==> src/rtl/clkfan_ctl_pkg.sv <==
package clkfan_ctl_pkg;
  typedef enum logic [2:0] {
    ST_IDLE,
    ST_ADDR,
    ST_CMD,
    ST_CNT,
    ST_DATA,
    ST_ACK,
    ST_TX,
    ST_MACK
  } slv_st_e;

  // address bit 2 is not compared
  localparam logic [6:0] ADDR_CMP_MASK = 7'h7B;
endpackage

==> src/rtl/bus_line_sync.sv <==
module bus_line_sync (
  input  logic clk_i,
  input  logic rst_ni,
  input  logic scl_i,
  input  logic sda_i,
  output logic sda_s_o,
  output logic scl_rise_o,
  output logic scl_fall_o,
  output logic start_o,
  output logic stop_o
);
  logic [1:0] scl_q, sda_q;
  logic       scl_p, sda_p;

  always_ff @(posedge clk_i or negedge rst_ni) begin
    if (!rst_ni) begin
      scl_q <= 2'b11;
      sda_q <= 2'b11;
      scl_p <= 1'b1;
      sda_p <= 1'b1;
    end else begin
      scl_q <= {scl_q[0], scl_i};
      sda_q <= {sda_q[0], sda_i};
      scl_p <= scl_q[1];
      sda_p <= sda_q[1];
    end
  end

  assign sda_s_o    = sda_q[1];
  assign scl_rise_o = scl_q[1] & ~scl_p;
  assign scl_fall_o = ~scl_q[1] & scl_p;
  assign start_o    = scl_q[1] & scl_p & sda_p & ~sda_q[1];
  assign stop_o     = scl_q[1] & scl_p & ~sda_p & sda_q[1];
endmodule

==> src/rtl/ctl_reg_bank.sv <==
module ctl_reg_bank #(
  parameter int N_OUT = 18
) (
  input  logic             clk_i,
  input  logic             rst_ni,
  input  logic             wr_en_i,
  input  logic [7:0]       wr_idx_i,
  input  logic [7:0]       wr_data_i,
  input  logic [7:0]       rd_idx_i,
  output logic [7:0]       rd_data_o,
  output logic [N_OUT-1:0] bits_o
);
  localparam int         N_REG   = (N_OUT + 7) / 8;
  localparam int         IDXW    = (N_REG > 1) ? $clog2(N_REG) : 1;
  localparam logic [7:0] N_REG_B = 8'(N_REG);

  logic [N_REG-1:0][7:0] regs_q;

  always_ff @(posedge clk_i or negedge rst_ni) begin
    if (!rst_ni) begin
      for (int r = 0; r < N_REG; r++) regs_q[r] <= 8'hFF;
    end else if (wr_en_i && (wr_idx_i < N_REG_B)) begin
      regs_q[wr_idx_i[IDXW-1:0]] <= wr_data_i;
    end
  end

  assign rd_data_o = (rd_idx_i < N_REG_B) ? regs_q[rd_idx_i[IDXW-1:0]] : 8'h00;

  for (genvar g = 0; g < N_OUT; g++) begin : g_map
    assign bits_o[g] = regs_q[g / 8][g % 8];
  end


  oob_write_chk: assert property (@(posedge clk_i) disable iff (!rst_ni)
    (wr_en_i && wr_idx_i >= N_REG_B) |=> $stable(regs_q));


  in_range_write_chk: assert property (@(posedge clk_i) disable iff (!rst_ni)
    (wr_en_i && wr_idx_i < N_REG_B) |=>
      regs_q[$past(wr_idx_i[IDXW-1:0])] == $past(wr_data_i));
endmodule

==> src/rtl/slv_ctrl_fsm.sv <==
module slv_ctrl_fsm
  import clkfan_ctl_pkg::*;
#(
  parameter logic [6:0] DEV_ADDR = 7'h69
) (
  input  logic       clk_i,
  input  logic       rst_ni,
  input  logic       sda_s_i,
  input  logic       scl_rise_i,
  input  logic       scl_fall_i,
  input  logic       start_i,
  input  logic       stop_i,
  input  logic [7:0] rd_data_i,
  output logic       sda_pd_o,
  output logic       wr_en_o,
  output logic [7:0] wr_idx_o,
  output logic [7:0] wr_data_o,
  output logic [7:0] rd_idx_o
);
  slv_st_e    st_q, nxt_q;
  logic [3:0] bit_q;
  logic [7:0] sh_q, tx_q, ptr_q, left_q;
  logic       drv_q, more_q;
  logic       byte_end, addr_hit;

  assign byte_end = scl_fall_i && (bit_q == 4'd8);
  assign addr_hit = (sh_q[7:1] & ADDR_CMP_MASK) == (DEV_ADDR & ADDR_CMP_MASK);

  always_ff @(posedge clk_i or negedge rst_ni) begin
    if (!rst_ni) begin
      st_q   <= ST_IDLE;
      nxt_q  <= ST_IDLE;
      bit_q  <= '0;
      sh_q   <= '0;
      tx_q   <= '0;
      ptr_q  <= '0;
      left_q <= '0;
      drv_q  <= 1'b0;
      more_q <= 1'b0;
    end else if (start_i) begin
      st_q  <= ST_ADDR;
      bit_q <= '0;
      drv_q <= 1'b0;
    end else if (stop_i) begin
      st_q  <= ST_IDLE;
      drv_q <= 1'b0;
    end else begin
      unique case (st_q)
        ST_ADDR, ST_CMD, ST_CNT, ST_DATA: begin
          if (scl_rise_i && bit_q < 4'd8) begin
            sh_q  <= {sh_q[6:0], sda_s_i};
            bit_q <= bit_q + 4'd1;
          end else if (byte_end) begin
            bit_q <= '0;
            st_q  <= ST_ACK;
            drv_q <= 1'b1;
            if (st_q == ST_ADDR) begin
              nxt_q <= sh_q[0] ? ST_TX : ST_CMD;
              if (!addr_hit) begin
                st_q  <= ST_IDLE;
                drv_q <= 1'b0;
              end
            end else if (st_q == ST_CMD) begin
              if (sh_q[7]) begin
                ptr_q <= '0;
                nxt_q <= ST_CNT;
              end else begin
                ptr_q  <= sh_q;
                left_q <= 8'd1;
                nxt_q  <= ST_DATA;
              end
            end else if (st_q == ST_CNT) begin
              left_q <= sh_q;
              nxt_q  <= ST_DATA;
            end else begin
              nxt_q <= ST_DATA;
              if (left_q != '0) begin
                ptr_q  <= ptr_q + 8'd1;
                left_q <= left_q - 8'd1;
              end else begin
                st_q  <= ST_IDLE;
                drv_q <= 1'b0;
              end
            end
          end
        end
        ST_ACK: begin
          if (scl_fall_i) begin
            if (nxt_q == ST_TX) begin
              tx_q  <= rd_data_i;
              drv_q <= ~rd_data_i[7];
            end else begin
              drv_q <= 1'b0;
            end
            st_q <= nxt_q;
          end
        end
        ST_TX: begin
          if (scl_rise_i) begin
            bit_q <= bit_q + 4'd1;
          end else if (scl_fall_i) begin
            if (bit_q == 4'd8) begin
              drv_q <= 1'b0;
              st_q  <= ST_MACK;
            end else begin
              drv_q <= ~tx_q[3'd7 - bit_q[2:0]];
            end
          end
        end
        ST_MACK: begin
          if (scl_rise_i) begin
            more_q <= ~sda_s_i;
            if (!sda_s_i) ptr_q <= ptr_q + 8'd1;
          end else if (scl_fall_i) begin
            bit_q <= '0;
            if (more_q) begin
              tx_q  <= rd_data_i;
              drv_q <= ~rd_data_i[7];
              st_q  <= ST_TX;
            end else begin
              st_q <= ST_IDLE;
            end
          end
        end
        default: ;
      endcase
    end
  end

  assign sda_pd_o  = drv_q;
  assign rd_idx_o  = ptr_q;
  assign wr_idx_o  = ptr_q;
  assign wr_data_o = sh_q;
  assign wr_en_o   = (st_q == ST_DATA) && byte_end && (left_q != '0) && !start_i && !stop_i;


  stop_release_chk: assert property (@(posedge clk_i) disable iff (!rst_ni)
    stop_i |=> (!sda_pd_o && st_q == ST_IDLE));


  idle_quiet_chk: assert property (@(posedge clk_i) disable iff (!rst_ni)
    (st_q == ST_IDLE) |-> !sda_pd_o);


  sda_hold_chk: assert property (@(posedge clk_i) disable iff (!rst_ni)
    (!scl_fall_i && !start_i && !stop_i) |=> $stable(sda_pd_o));
endmodule

==> src/rtl/clkfan_ctl_slave.sv <==
module clkfan_ctl_slave #(
  parameter int         N_OUT    = 18,
  parameter logic [6:0] DEV_ADDR = 7'h69
) (
  input  logic             clk_i,
  input  logic             rst_ni,
  input  logic             scl_i,
  input  logic             sda_i,
  input  logic             oe_ni,
  output logic             sda_pd_o,
  output logic [N_OUT-1:0] drive_en_o,
  output logic [N_OUT-1:0] hiz_o
);
  logic             sda_s, scl_rise, scl_fall, start_det, stop_det;
  logic             wr_en;
  logic [7:0]       wr_idx, wr_data, rd_idx, rd_data;
  logic [N_OUT-1:0] ctl_bits;

  bus_line_sync u_sync (
    .clk_i      (clk_i),
    .rst_ni     (rst_ni),
    .scl_i      (scl_i),
    .sda_i      (sda_i),
    .sda_s_o    (sda_s),
    .scl_rise_o (scl_rise),
    .scl_fall_o (scl_fall),
    .start_o    (start_det),
    .stop_o     (stop_det)
  );

  slv_ctrl_fsm #(.DEV_ADDR(DEV_ADDR)) u_fsm (
    .clk_i      (clk_i),
    .rst_ni     (rst_ni),
    .sda_s_i    (sda_s),
    .scl_rise_i (scl_rise),
    .scl_fall_i (scl_fall),
    .start_i    (start_det),
    .stop_i     (stop_det),
    .rd_data_i  (rd_data),
    .sda_pd_o   (sda_pd_o),
    .wr_en_o    (wr_en),
    .wr_idx_o   (wr_idx),
    .wr_data_o  (wr_data),
    .rd_idx_o   (rd_idx)
  );

  ctl_reg_bank #(.N_OUT(N_OUT)) u_regs (
    .clk_i     (clk_i),
    .rst_ni    (rst_ni),
    .wr_en_i   (wr_en),
    .wr_idx_i  (wr_idx),
    .wr_data_i (wr_data),
    .rd_idx_i  (rd_idx),
    .rd_data_o (rd_data),
    .bits_o    (ctl_bits)
  );

  assign drive_en_o = oe_ni ? ctl_bits : '0;
  assign hiz_o      = {N_OUT{~oe_ni}};
endmodule

==> config.mk <==
export PLATFORM = sky130hd
export DESIGN_NAME = clkfan_ctl_slave
export DESIGN_NICKNAME = d
export VERILOG_FILES = /design/src/rtl/clkfan_ctl_pkg.sv /design/src/rtl/bus_line_sync.sv /design/src/rtl/ctl_reg_bank.sv /design/src/rtl/slv_ctrl_fsm.sv /design/src/rtl/clkfan_ctl_slave.sv
export SDC_FILE = /design/constraint.sdc
export NUM_CORES = 1
export LEC_CHECK = 0
export ABC_AREA = 1
export BUFFER_PORTS_ARGS = -buffer_cell sky130_fd_sc_hd__buf_2
export CELL_PAD_IN_SITES_DETAIL_PLACEMENT = 0
export CELL_PAD_IN_SITES_GLOBAL_PLACEMENT = 1
export CORE_MARGIN = 3
export CORE_UTILIZATION = 47
export DETAILED_ROUTE_END_ITERATION = 12
export PLACE_DENSITY_LB_ADDON = 0.1
export REMOVE_ABC_BUFFERS = 1
export SYNTH_ARGS = -nofsm -noshare
export SYNTH_HDL_FRONTEND = slang
export SYNTH_SLANG_ARGS = --single-unit
==> constraint.sdc <==
create_clock -name clk_i -period 5.1 [get_ports clk_i]
set_input_delay 1.02 -clock clk_i [delete_from_list [all_inputs] [get_ports clk_i]]
set_output_delay 1.02 -clock clk_i [all_outputs]
set_load 0.01 [all_outputs]
# After elaboration in Yosys (flattened, before gate mapping)
# Index checks and enable logic that the tools add are counted.
# totals
elab_cells,182
register_bits,74
out_inout_bits,37
in_bits,5
# classes
n_bitwise,18
n_addsub,4
mux,76
n_eq_ne,37
magnitude_cmp,5
reduce_logical,26
# ops
op,n
two-way mux 8 bit,20
two-way mux 3 bit,20
case mux 8 bit (2 select lines),2
two-way mux 4 bit,7
inequality test 4 x 1 -> 1 bit (second input constant),7
bitwise mux 24 bit,1
two-way mux 1 bit,18
two-way mux 18 bit,1
AND reduction 9 bit,2
binary-select mux 8 bit (select 2 bit),1
demux 8 bit (select 2 bit),1
AND reduction 8 bit,2
== test 3 bit (second input constant),5
inequality test 2 x 1 -> 1 bit (second input constant),7
case mux 3 bit (4 select lines),1
case mux 4 bit (3 select lines),1
inverter 1 bit,11
inequality test 2 bit (second input constant),5
AND reduction 10 bit,1
inequality test 3 x 1 -> 1 bit (second input constant),3
adder 8 x 1 -> 8 bit (second input constant),1
logical AND 1 bit,8
less-than comparator 8 x 2 -> 1 bit (second input constant),1
inequality test 4 bit (second input constant),2
28 further kinds,38

# Depth between registers and ports, before layout
# Gate-level depths: netlist of the first run.
# logic_depth
ltp_word,10
depth_mapped,11
mapped_depth_nobuf,10

# By module
# From an unflattened synthesis of the first run, not the netlist that was laid out.
# hier_totals
cells_unflattened,689
hier_area_um2,4828.4
# by_module_without_submodules
module,area_each_um2,n_inst,cells_each,seq_area_each_um2
slv_ctrl_fsm,2876.5,1,425,1101.1
ctl_reg_bank,1452.6,1,191,630.6
clkfan_ctl_slave,300.3,1,56,0.0
bus_line_sync,198.9,1,17,157.7

# Least setup slack after synthesis of the first run
# Ideal clock, no wire load.
# synth_timing
path_kind,input port to output port
startpoint,input port oe_ni
endpoint,output port hiz_o[10]
t_required_ps,4080
path_buffers,3
path_stages,4
setup_slack_ps,2033
t_arrival_ps,2047
path_cell_list,clkbuf_1 > clkbuf_1 > inv_1 > buf_4
# synth_via
elab_chain_cells,1
# synth_rtl
item,line_no,text
"start, declared",clkfan_ctl_slave.sv:9,"input logic oe_ni,"
inverter 1 bit,clkfan_ctl_slave.sv:59,assign hiz_o = {N_OUT{~oe_ni}};
"end, declared",clkfan_ctl_slave.sv:12,output logic [N_OUT-1:0] hiz_o
# No other way between the ends.

# Worst setup path after layout of the first run
# layout_timing
startpoint,input port oe_ni
endpoint,output port hiz_o[3]
# The elaborated chain is that of the path after synthesis.

==> flow_summary.json, run 1 <==
{
  "pwr-share-comb_pct": 18.8,
  "drv_slew": 0,
  "synth_cell_type_count": 34,
  "fin_nets": 637,
  "crit_type": "in -> out",
  "drive_above_1_share_pct": 18.57,
  "hold_violations": 0,
  "drt-vias-per-instance": 5.069,
  "numCtsBuffers": 9,
  "cp-start-kind": "primary input",
  "grt_max_degree": 60,
  "p_int_mw": 0.9405,
  "rows": 34,
  "synth_ff_type": "dfrtp_1",
  "overflow": 0,
  "grt_setup_unrepaired": "no",
  "ys_seq_area_share_pct": 42.34,
  "irDropWorstVdd_mv": 0.1218,
  "cts-root-buf": "clkbuf_8",
  "clock-sinks": 74,
  "syn_avg_cell_area_um2": 7.387,
  "yosys_warnings": 0,
  "clk_pin_slew_ps": 80,
  "syn-instance-count": 604,
  "grt_pass1_wl_um": 17480,
  "antenna_found_initial": 0,
  "r2r_slack_ps": 2490,
  "dpl.hpwl_um": 7525,
  "ys_seq_elements": 74,
  "slew_headroom_pct": 42.07,
  "dr.pass1.iters": 5,
  "cts_hold_buffers": 0,
  "clock_path_buffers": 2,
  "slowest_delay_ps": 270,
  "path_buf_inv": 3,
  "finalWirelength_um": 10370,
  "multi_input_area_um2": 2125,
  "grt_pass1_vias": 3462,
  "regArea_um2": 1889,
  "status": "finished clean",
  "p_leak_nw": 2.425,
  "cp_slowest_cell": "buf_2",
  "max_freq_ghz": 0.3635,
  "power.total_mw": 1.392,
  "drc": 0,
  "areaGrowthSynthToFinish_pct": 8.076,
  "holdCritPathClass": "reg -> reg",
  "die_w_um": 103.4,
  "cts_tree": "done",
  "die_area_um2": 10700,
  "ant_nets": 0,
  "nFillCells": 922,
  "crit_required_ps": 4080,
  "endpoint_kind": "output pin",
  "start_util_pct": 49.71,
  "finClkSkew_ps": 9.256,
  "vias": 3832,
  "path_max_fanout": 19,
  "p_sw_mw": 0.4514,
  "crit_family": "buffers and inverters",
  "cp_common_cell": "buf_2",
  "coreArea_um2": 8976,
  "clkPwrFrac_pct": 34.1,
  "async_reset_ff_share_pct": 100.0,
  "cts_resized": 0,
  "final_common_cell": "nand2_1",
  "dr.first_iter.drc_count": 217,
  "place.gp.congestion": 0.8709,
  "cap_violations": 0,
  "worstPathCellList": "buf_2, inv_1, buf_2",
  "final_cell_mix": "nand2_1 (199), inv_1 (56), o21ai_0 (54), nand3_1 (50), nor2_1 (50)",
  "power_density_nw_per_um2": 288.6,
  "setup_tns_ps": 0,
  "diodes": 0,
  "ioPinCount": 42,
  "syn-cell-area_um2": 4462,
  "routedWlPerCell_um": 13.72,
  "setup_viol_count_final": 0,
  "tightest_slew_ps": 865.7,
  "groute.usage.overall_pct": 20.97,
  "synth_edf_count": 0,
  "period_minus_slack_ps": 2751,
  "die_h_um": 103.4,
  "cts_setup_buffers": 0,
  "fin_crit_sh_pct": 53.94,
  "p_sw_share_pct": 32.43,
  "cts_max_level": 3,
  "pwr-share-seq_pct": 47.0,
  "arrival_ps": 1730,
  "clk_latency_ps": 340,
  "port_buffers": 41,
  "fin_util_pct": 53.72
}
==> cells in the mapped netlist (5+ instances only) <==
master,n,area share [%]
o21ai_2,8,1.6
buf_4,18,3.0
a21oi_1,8,0.90
o21ai_0,54,6.1
clkbuf_1,7,0.59
nor2_1,50,4.2
xor2_1,7,1.4
nand3_1,50,5.6
dfstp_2,30,18
nand2_1,199,17
inv_1,56,4.7
dfrtp_1,44,25
ha_1,7,2.0
o21ai_1,18,2.0
nand3_2,5,1.1
nand4_1,5,0.70
inv_2,5,0.42
==> metrics by stage <==
step	hold WS [ps]	cell area (µm²)	cells	setup WS (ps)
5_1_grt	362.7	4822	756	2195
3_3_place_gp	347.1	4617	740	2385
3_5_place_dp	349.1	4617	740	2322
2_1_floorplan	345.2	4247	572	2032
6_report	360.1	4822	756	2349
4_1_cts	361.7	4822	756	2321
==> logic make-up (layout without fill, tap and decap cells) <==
logic type / after synthesis / count (layout) / synth area share (%)
and+or+nand+nor: 323 / 323 / 31.72
AOI/OAI and AO/OA: 96 / 96 / 11.95
buffers and inverters: 94 / 120 / 10.04
DFF: 74 / 74 / 42.34
xor gates and xnor gates: 9 / 9 / 1.767
adders and majority gates: 7 / 7 / 1.963
muxes: 1 / 1 / 0.2243
==> metal layers <==
| layer | vias to the layer above | global-route usage (%) | share of wire [%] | wire (µm) |
|---|---|---|---|---|
| li1 | 1960 | - | - | - |
| met5 | - | 0 | 0 | 0 |
| met4 | 0 | 5.677 | 0.84 | 87 |
| met1 | 1773 | 31.35 | 50 | 5139 |
| met2 | 92 | 32.11 | 45 | 4656 |
| met3 | 7 | 2.616 | 4.7 | 486 |
==> flip-flops by register name (all words and copies together), names as in the netlist, 2 cells and up <==
signal,count
u_fsm.rd_idx_o,8
u_fsm.st_q,3
u_regs.regs_q,6
u_regs.bits_o,18
u_fsm.bit_q,4
u_fsm.left_q,8
u_sync.sda_q,2
u_fsm.tx_q,8
u_sync.scl_q,2
u_fsm.wr_data_o,8
u_fsm.nxt_q,3
==> worst reg2reg max path, cell delays in order, from the launching register on <==
cell and delay [ps]:
dfrtp_1 600, ha_1 340, nor2_1 120, nand2_1 60
nor2_1 670, nand3_2 480, o21ai_1 270
==> final cells by class <==
cell class,count,area share [%]
clock buffers,12,3.217
clock inverters,4,1.038
inverters,62,4.826
multi-input cells,436,44.06
flip-flops and latches,74,39.18
well taps,126,3.269
repair buffers,42,4.411
==> power groups by stage <==
| stage | clock network (mW) | logic, mW | registers (mW) |
|---|---|---|---|
| 5_1_grt | 0.516 | 0.304 | 0.660 |
| 6_report | 0.475 | 0.262 | 0.654 |
| 3_5_place_dp | 0 | 0.267 | 0.665 |
| 3_3_place_gp | 0 | 0.265 | 0.665 |
| 2_1_floorplan | 0 | 0.181 | 0.649 |
| 4_1_cts | 0.492 | 0.268 | 0.654 |
==> path summary, 6_finish.rpt <==
path / start / to / cells after the start
worst max register to register: u_fsm.rd_idx_o[0]$_DFFE_PN0P_ / u_regs.bits_o[7]$_DFFE_PN1P_ / 6
worst min register to register: u_sync.sda_q[0]$_DFF_PN1_ / u_sync.sda_q[1]$_DFF_PN1_ / 0
max in group asynchronous: rst_ni / u_fsm.rd_idx_o[2]$_DFFE_PN0P_ / 2
worst max-delay path: oe_ni / hiz_o[3] / 3
min in group asynchronous: rst_ni / u_fsm.left_q[2]$_DFFE_PN0P_ / 1
worst min-delay path: u_sync.sda_q[0]$_DFF_PN1_ / u_sync.sda_q[1]$_DFF_PN1_ / 0
(Power assumes the default switching activity.)
==> inputs of run 2 (changes only) <==
Settings changed: CORE_UTILIZATION 47 to 40.
Clock period 5.1 ns to 2.5 ns, I/O delays scaled along.
==> run 2 against run 1 <==
Design area is 0.67% higher. Register-to-register slack worse by 1900 ps. Clock-buffer cell count is 1 lower. Wire length is 7.8% higher. Combinational power is 130% higher. Die area is 16% higher. Hold slack worse by 320 ps. Utilization is 7.9 points lower. Sequential share of layout area is 0.26 points lower. Worst setup slack worse by 1800 ps. Critical endpoint is now u_fsm.rd_idx_o[0]$_DFFE_PN0P_.
==> flow_summary.json, run 2 (synthesized netlist as in run 1, its figures left out) <==
{
  "die_h_um": 111.6,
  "vias": 3770,
  "slowest_delay_ps": 530,
  "numCtsBuffers": 9,
  "die_area_um2": 12460,
  "place.gp.congestion": 0.8263,
  "worstPathCellList": "inv_1, nand3_1, nand3_4, nand2_4, nand2_1, nor2_4, nand3_2, nand2_1, nand2_1",
  "start_util_pct": 42.09,
  "finClkSkew_ps": 9.184,
  "endpoint_kind": "flop",
  "crit_type": "reg -> reg",
  "arrival_ps": 2210,
  "largest_reg_flops": 18,
  "placed_cell_area_um2": 4667,
  "clock_path_buffers": 2,
  "drv_slew": 0,
  "rows": 37,
  "finalWirelength_um": 11170,
  "crit_family": "simple AND/OR/NAND/NOR gates",
  "setup_viol_count_final": 0,
  "die_w_um": 111.6,
  "dp_slack_ps": 559.9,
  "hold_violations": 0,
  "cts-root-buf": "clkbuf_8",
  "areaGrowthSynthToFinish_pct": 8.805,
  "path_max_fanout": 18,
  "ant_nets": 0,
  "worst_hold_slack_ps": 42.92,
  "path_buf_inv": 1,
  "port_buffers": 41,
  "cts_tree": "done",
  "power_density_nw_per_um2": 585.7,
  "fin_nets": 640,
  "grt_pass1_wl_um": 18850,
  "final_cell_mix": "nand2_1 (199), inv_1 (56), o21ai_0 (54), nand3_1 (50), nor2_1 (50)",
  "cts_max_level": 3,
  "drt-vias-per-instance": 4.902,
  "drc": 0,
  "diodes": 0,
  "status": "finished clean",
  "cts_setup_buffers": 0,
  "period_minus_slack_ps": 1957,
  "tightest_slew_ps": 582.4,
  "cap_violations": 0,
  "final_area_um2": 4855,
  "groute.usage.overall_pct": 18.89,
  "slew_headroom_pct": 61.03,
  "routedWlPerCell_um": 14.53,
  "drive_above_1_share_pct": 18.80,
  "dr.pass1.iters": 5,
  "cp-start-kind": "flop",
  "irDropWorstVdd_mv": 0.4106,
  "placedCellCount": 753,
  "dr.first_iter.drc_count": 284,
  "max_freq_ghz": 0.5110,
  "clk_pin_slew_ps": 80,
  "ioPinCount": 42,
  "overflow": 0,
  "cts_hold_buffers": 0,
  "grt_pass1_vias": 3697,
  "setup_tns_ps": 0,
  "grt_max_degree": 50,
  "cp_common_cell": "nand2_1",
  "holdCritPathClass": "in -> async",
  "antenna_found_initial": 0,
  "final_common_cell": "nand2_1",
  "nFillCells": 1116,
  "grt_setup_unrepaired": "no",
  "dpl.hpwl_um": 8326,
  "cp_slowest_cell": "dfrtp_1",
  "cts_resized": 0,
  "fin_cells": 769,
  "crit_required_ps": 2750,
  "worst_slack_ps": 543.0,
  "clock-sinks": 74,
  "coreArea_um2": 10600,
  "p_leak_nw": 2.439,
  "clk_latency_ps": 360,
  "fin_crit_sh_pct": 78.28
}
==> run 2: cell count changes in the layout (fill, tap and decap cells not counted), sizes merged <==
cell | before | now
buf | 42 | 45
clkinv | 2 | 4
clkbuf | 12 | 11
clkinvlp | 2 | 1
==> run 2: worst paths after layout <==
kind                                           start                       endpoint  slack (ps)  cells past startpoint
max reg2reg                u_fsm.st_q[2]$_DFFE_PN0P_  u_fsm.rd_idx_o[0]$_DFFE_PN0P_         540                      9
min                                           rst_ni      u_fsm.tx_q[3]$_DFFE_PN0P_          40                      1
min reg2reg                u_sync.sda_q[0]$_DFF_PN1_      u_sync.sda_q[1]$_DFF_PN1_         360                      0
min in group clk_i                             scl_i      u_sync.scl_q[0]$_DFF_PN1_         230                      1
max                        u_fsm.st_q[2]$_DFFE_PN0P_  u_fsm.rd_idx_o[0]$_DFFE_PN0P_         540                      9
max in group asynchronous                     rst_ni   u_regs.bits_o[6]$_DFFE_PN1P_        1800                      2
==> run 2: stage by stage <==
step | total power [mW] | utilization, %
floorplan | 1.692 | -
global route | 3.035 | 45.79
detailed placement | 1.945 | 44.02
global placement | 1.941 | 44.02
finish | 2.843 | 45.79
CTS | 2.883 | 45.79
==> run 2: layout make-up <==
cell class,count,area [µm²],area share (%)
multi-input cells,436,2125,43.76
inverters,62,232.7,4.794
repair buffers,45,250.2,5.155
clock inverters,5,56.30,1.160
clock buffers,11,131.4,2.706
well taps,136,170.2,3.505
flip-flops and latches,74,1889,38.92
==> run 2: power breakdown <==
group / internal (mW) / switching, mW
sequential: 1.24 / 0.0639
combinational: 0.199 / 0.415
clock: 0.460 / 0.462
==> run 2: metal layers <==
layer,GRT usage (%),routed length (µm),vias up
li1,-,-,1969
met1,28.15,5886,1734
met2,27.18,4756,51
met3,3.750,332,16
met4,6.813,198,0
met5,0,0,-
==> inputs of run 3 (changes only) <==
Clock period 2.5 ns to 1.6 ns, I/O delays scaled along.
==> run 3 against run 2 <==
The run now ends with negative setup slack left. Design area grew 28%. Register-to-register slack lost 600 ps. Via count grew 14%. Die area is the same. Sequential cell count is the same. Wire length grew 12%. Critical endpoint is now u_fsm.tx_q[4]$_DFFE_PN0P_. Largest power group unchanged. Highest routed layer unchanged.
==> flow_summary.json, run 3 (synthesized netlist as in run 1, its figures left out) <==
{
  "status": "finished with violations",
  "violations": "negative setup slack",
  "largest_reg_flops": 18,
  "crit_start": "u_fsm.st_q[1]$_DFFE_PN0P_",
  "ioPinCount": 42,
  "grt_max_degree": 42,
  "clk_pin_slew_ps": 80,
  "endpoint_kind": "flop",
  "numCtsBuffers": 9,
  "drt-vias-per-instance": 4.961,
  "diodes": 0,
  "final_area_um2": 6202,
  "start_util_pct": 42.09,
  "dpl.hpwl_um": 8882,
  "worst_slack_ps": -60.08,
  "power_density_nw_per_um2": 785.4,
  "crit_type": "reg -> reg",
  "clock-sinks": 74,
  "groute.usage.overall_pct": 20.51,
  "irDropWorstVdd_mv": 0.4816,
  "drv_slew": 0,
  "vias": 4286,
  "multi_input_area_um2": 2552,
  "cts-root-buf": "clkbuf_8",
  "r2r-start": "u_fsm.st_q[1]$_DFFE_PN0P_",
  "nFillCells": 987,
  "port_buffers": 41,
  "rows": 37,
  "period_minus_slack_ps": 1660,
  "arrival_ps": 1910,
  "crit_family": "simple AND/OR/NAND/NOR gates",
  "fin_cells": 864,
  "setup_tns_ps": -306.5,
  "placed_cell_area_um2": 5263,
  "die_area_um2": 12460,
  "grt_setup_unrepaired": "yes",
  "final_common_cell": "nand2_1",
  "placedCellCount": 824,
  "coreArea_um2": 10600,
  "finalWirelength_um": 12570,
  "cp_common_cell": "nand2_1",
  "path_buf_inv": 3,
  "tightest_slew_ps": 328.4,
  "slew_headroom_pct": 78.04,
  "cts_max_level": 3,
  "hold_start": "scl_i",
  "worst_hold_slack_ps": 53.79,
  "fin_nets": 735,
  "die_w_um": 111.6,
  "drc": 0,
  "finClkSkew_ps": 10.59,
  "fin_crit_sh_pct": 103.8,
  "max_freq_ghz": 0.6024,
  "regArea_um2": 1893,
  "die_h_um": 111.6,
  "cts_tree": "done",
  "routedWlPerCell_um": 14.55,
  "drive_above_1_share_pct": 42.99,
  "hold_violations": 0,
  "setup_viol_count_final": 12,
  "clock_path_buffers": 2,
  "areaGrowthSynthToFinish_pct": 39.01,
  "grt_pass1_vias": 4086,
  "cap_violations": 0,
  "crit_required_ps": 1850,
  "p_leak_nw": 3.057,
  "worstPathCellList": "inv_4, buf_4, nand2_1, nor2_2, nand3b_1, nand2_2, nand2_4, clkbuf_16, nand2_1, o21ai_0",
  "place.gp.congestion": 0.9039,
  "final_cell_mix": "nand2_1 (158), buf_4 (78), inv_1 (50), o21ai_0 (43), nand3_1 (42)",
  "antenna_found_initial": 0,
  "path_max_fanout": 8,
  "dr.first_iter.drc_count": 287,
  "grt_pass1_wl_um": 20540,
  "ant_nets": 0,
  "slowest_delay_ps": 490,
  "overflow": 0,
  "cp_slowest_cell": "dfrtp_2",
  "dr.pass1.iters": 5,
  "cp-start-kind": "flop",
  "clk_latency_ps": 360,
  "holdCritPathClass": "in -> reg"
}
run 3: layout make-up:
| type | instances | share of cell area (%) |
|---|---|---|
| Inverter | 62 | 3.934 |
| Clock buffer | 10 | 2.219 |
| Clock inverter | 6 | 1.049 |
| Multi-Input combinational cell | 436 | 41.15 |
| Sequential cell | 74 | 30.52 |
| Timing Repair Buffer | 140 | 18.38 |
| Tap cell | 136 | 2.744 |
run 3: final timing paths:
path	endpoint	slack [ps]	depth (start not counted)
worst max-delay path	u_fsm.tx_q[4]$_DFFE_PN0P_	-60	10
max in group asynchronous	u_regs.regs_q[18]$_DFFE_PN1P_	660	3
worst max register to register	u_fsm.tx_q[4]$_DFFE_PN0P_	-60	10
worst min register to register	u_sync.scl_q[1]$_DFF_PN1_	360	0
min in group asynchronous	u_fsm.tx_q[0]$_DFFE_PN0P_	350	2
worst min-delay path	u_sync.scl_q[0]$_DFF_PN1_	50	1
run 3: power breakdown:
part	internal [mW]	total [mW]	switching [mW]
clock network	0.765	1.52	0.751
logic	0.540	1.34	0.800
registers	1.94	2.02	0.0714
run 3: routing by layer:
metal,routed length [µm],part of all wire [%],vias up,global-route usage (%)
met5,0,0,-,0
met4,167,1.3,0,6.326
met3,429,3.4,13,2.663
met2,5890,47,58,32.57
met1,6079,48,2056,29.29
li1,-,-,2159,-
run 3: metrics by stage:
stage	setup slack, ps	power [mW]	util, %
2_1_floorplan	-398.0	2.644	-
3_3_place_gp	-115.2	3.219	49.64
3_5_place_dp	-86.02	3.225	49.64
4_1_cts	-7.269	4.844	54.41
5_1_grt	-126.3	5.185	58.50
6_report	-60.08	4.871	58.50
run 3: repair_timing:
item                                    in CTS  in global routing
endpoints found under the hold margin        4                  0
pin swaps                                   11                 18
hold buffers                                 1                  0
setup buffers                                9                 12
endpoints found under the setup margin      57                 59
gates cloned                                 2                  1
resized for setup                           55                 99
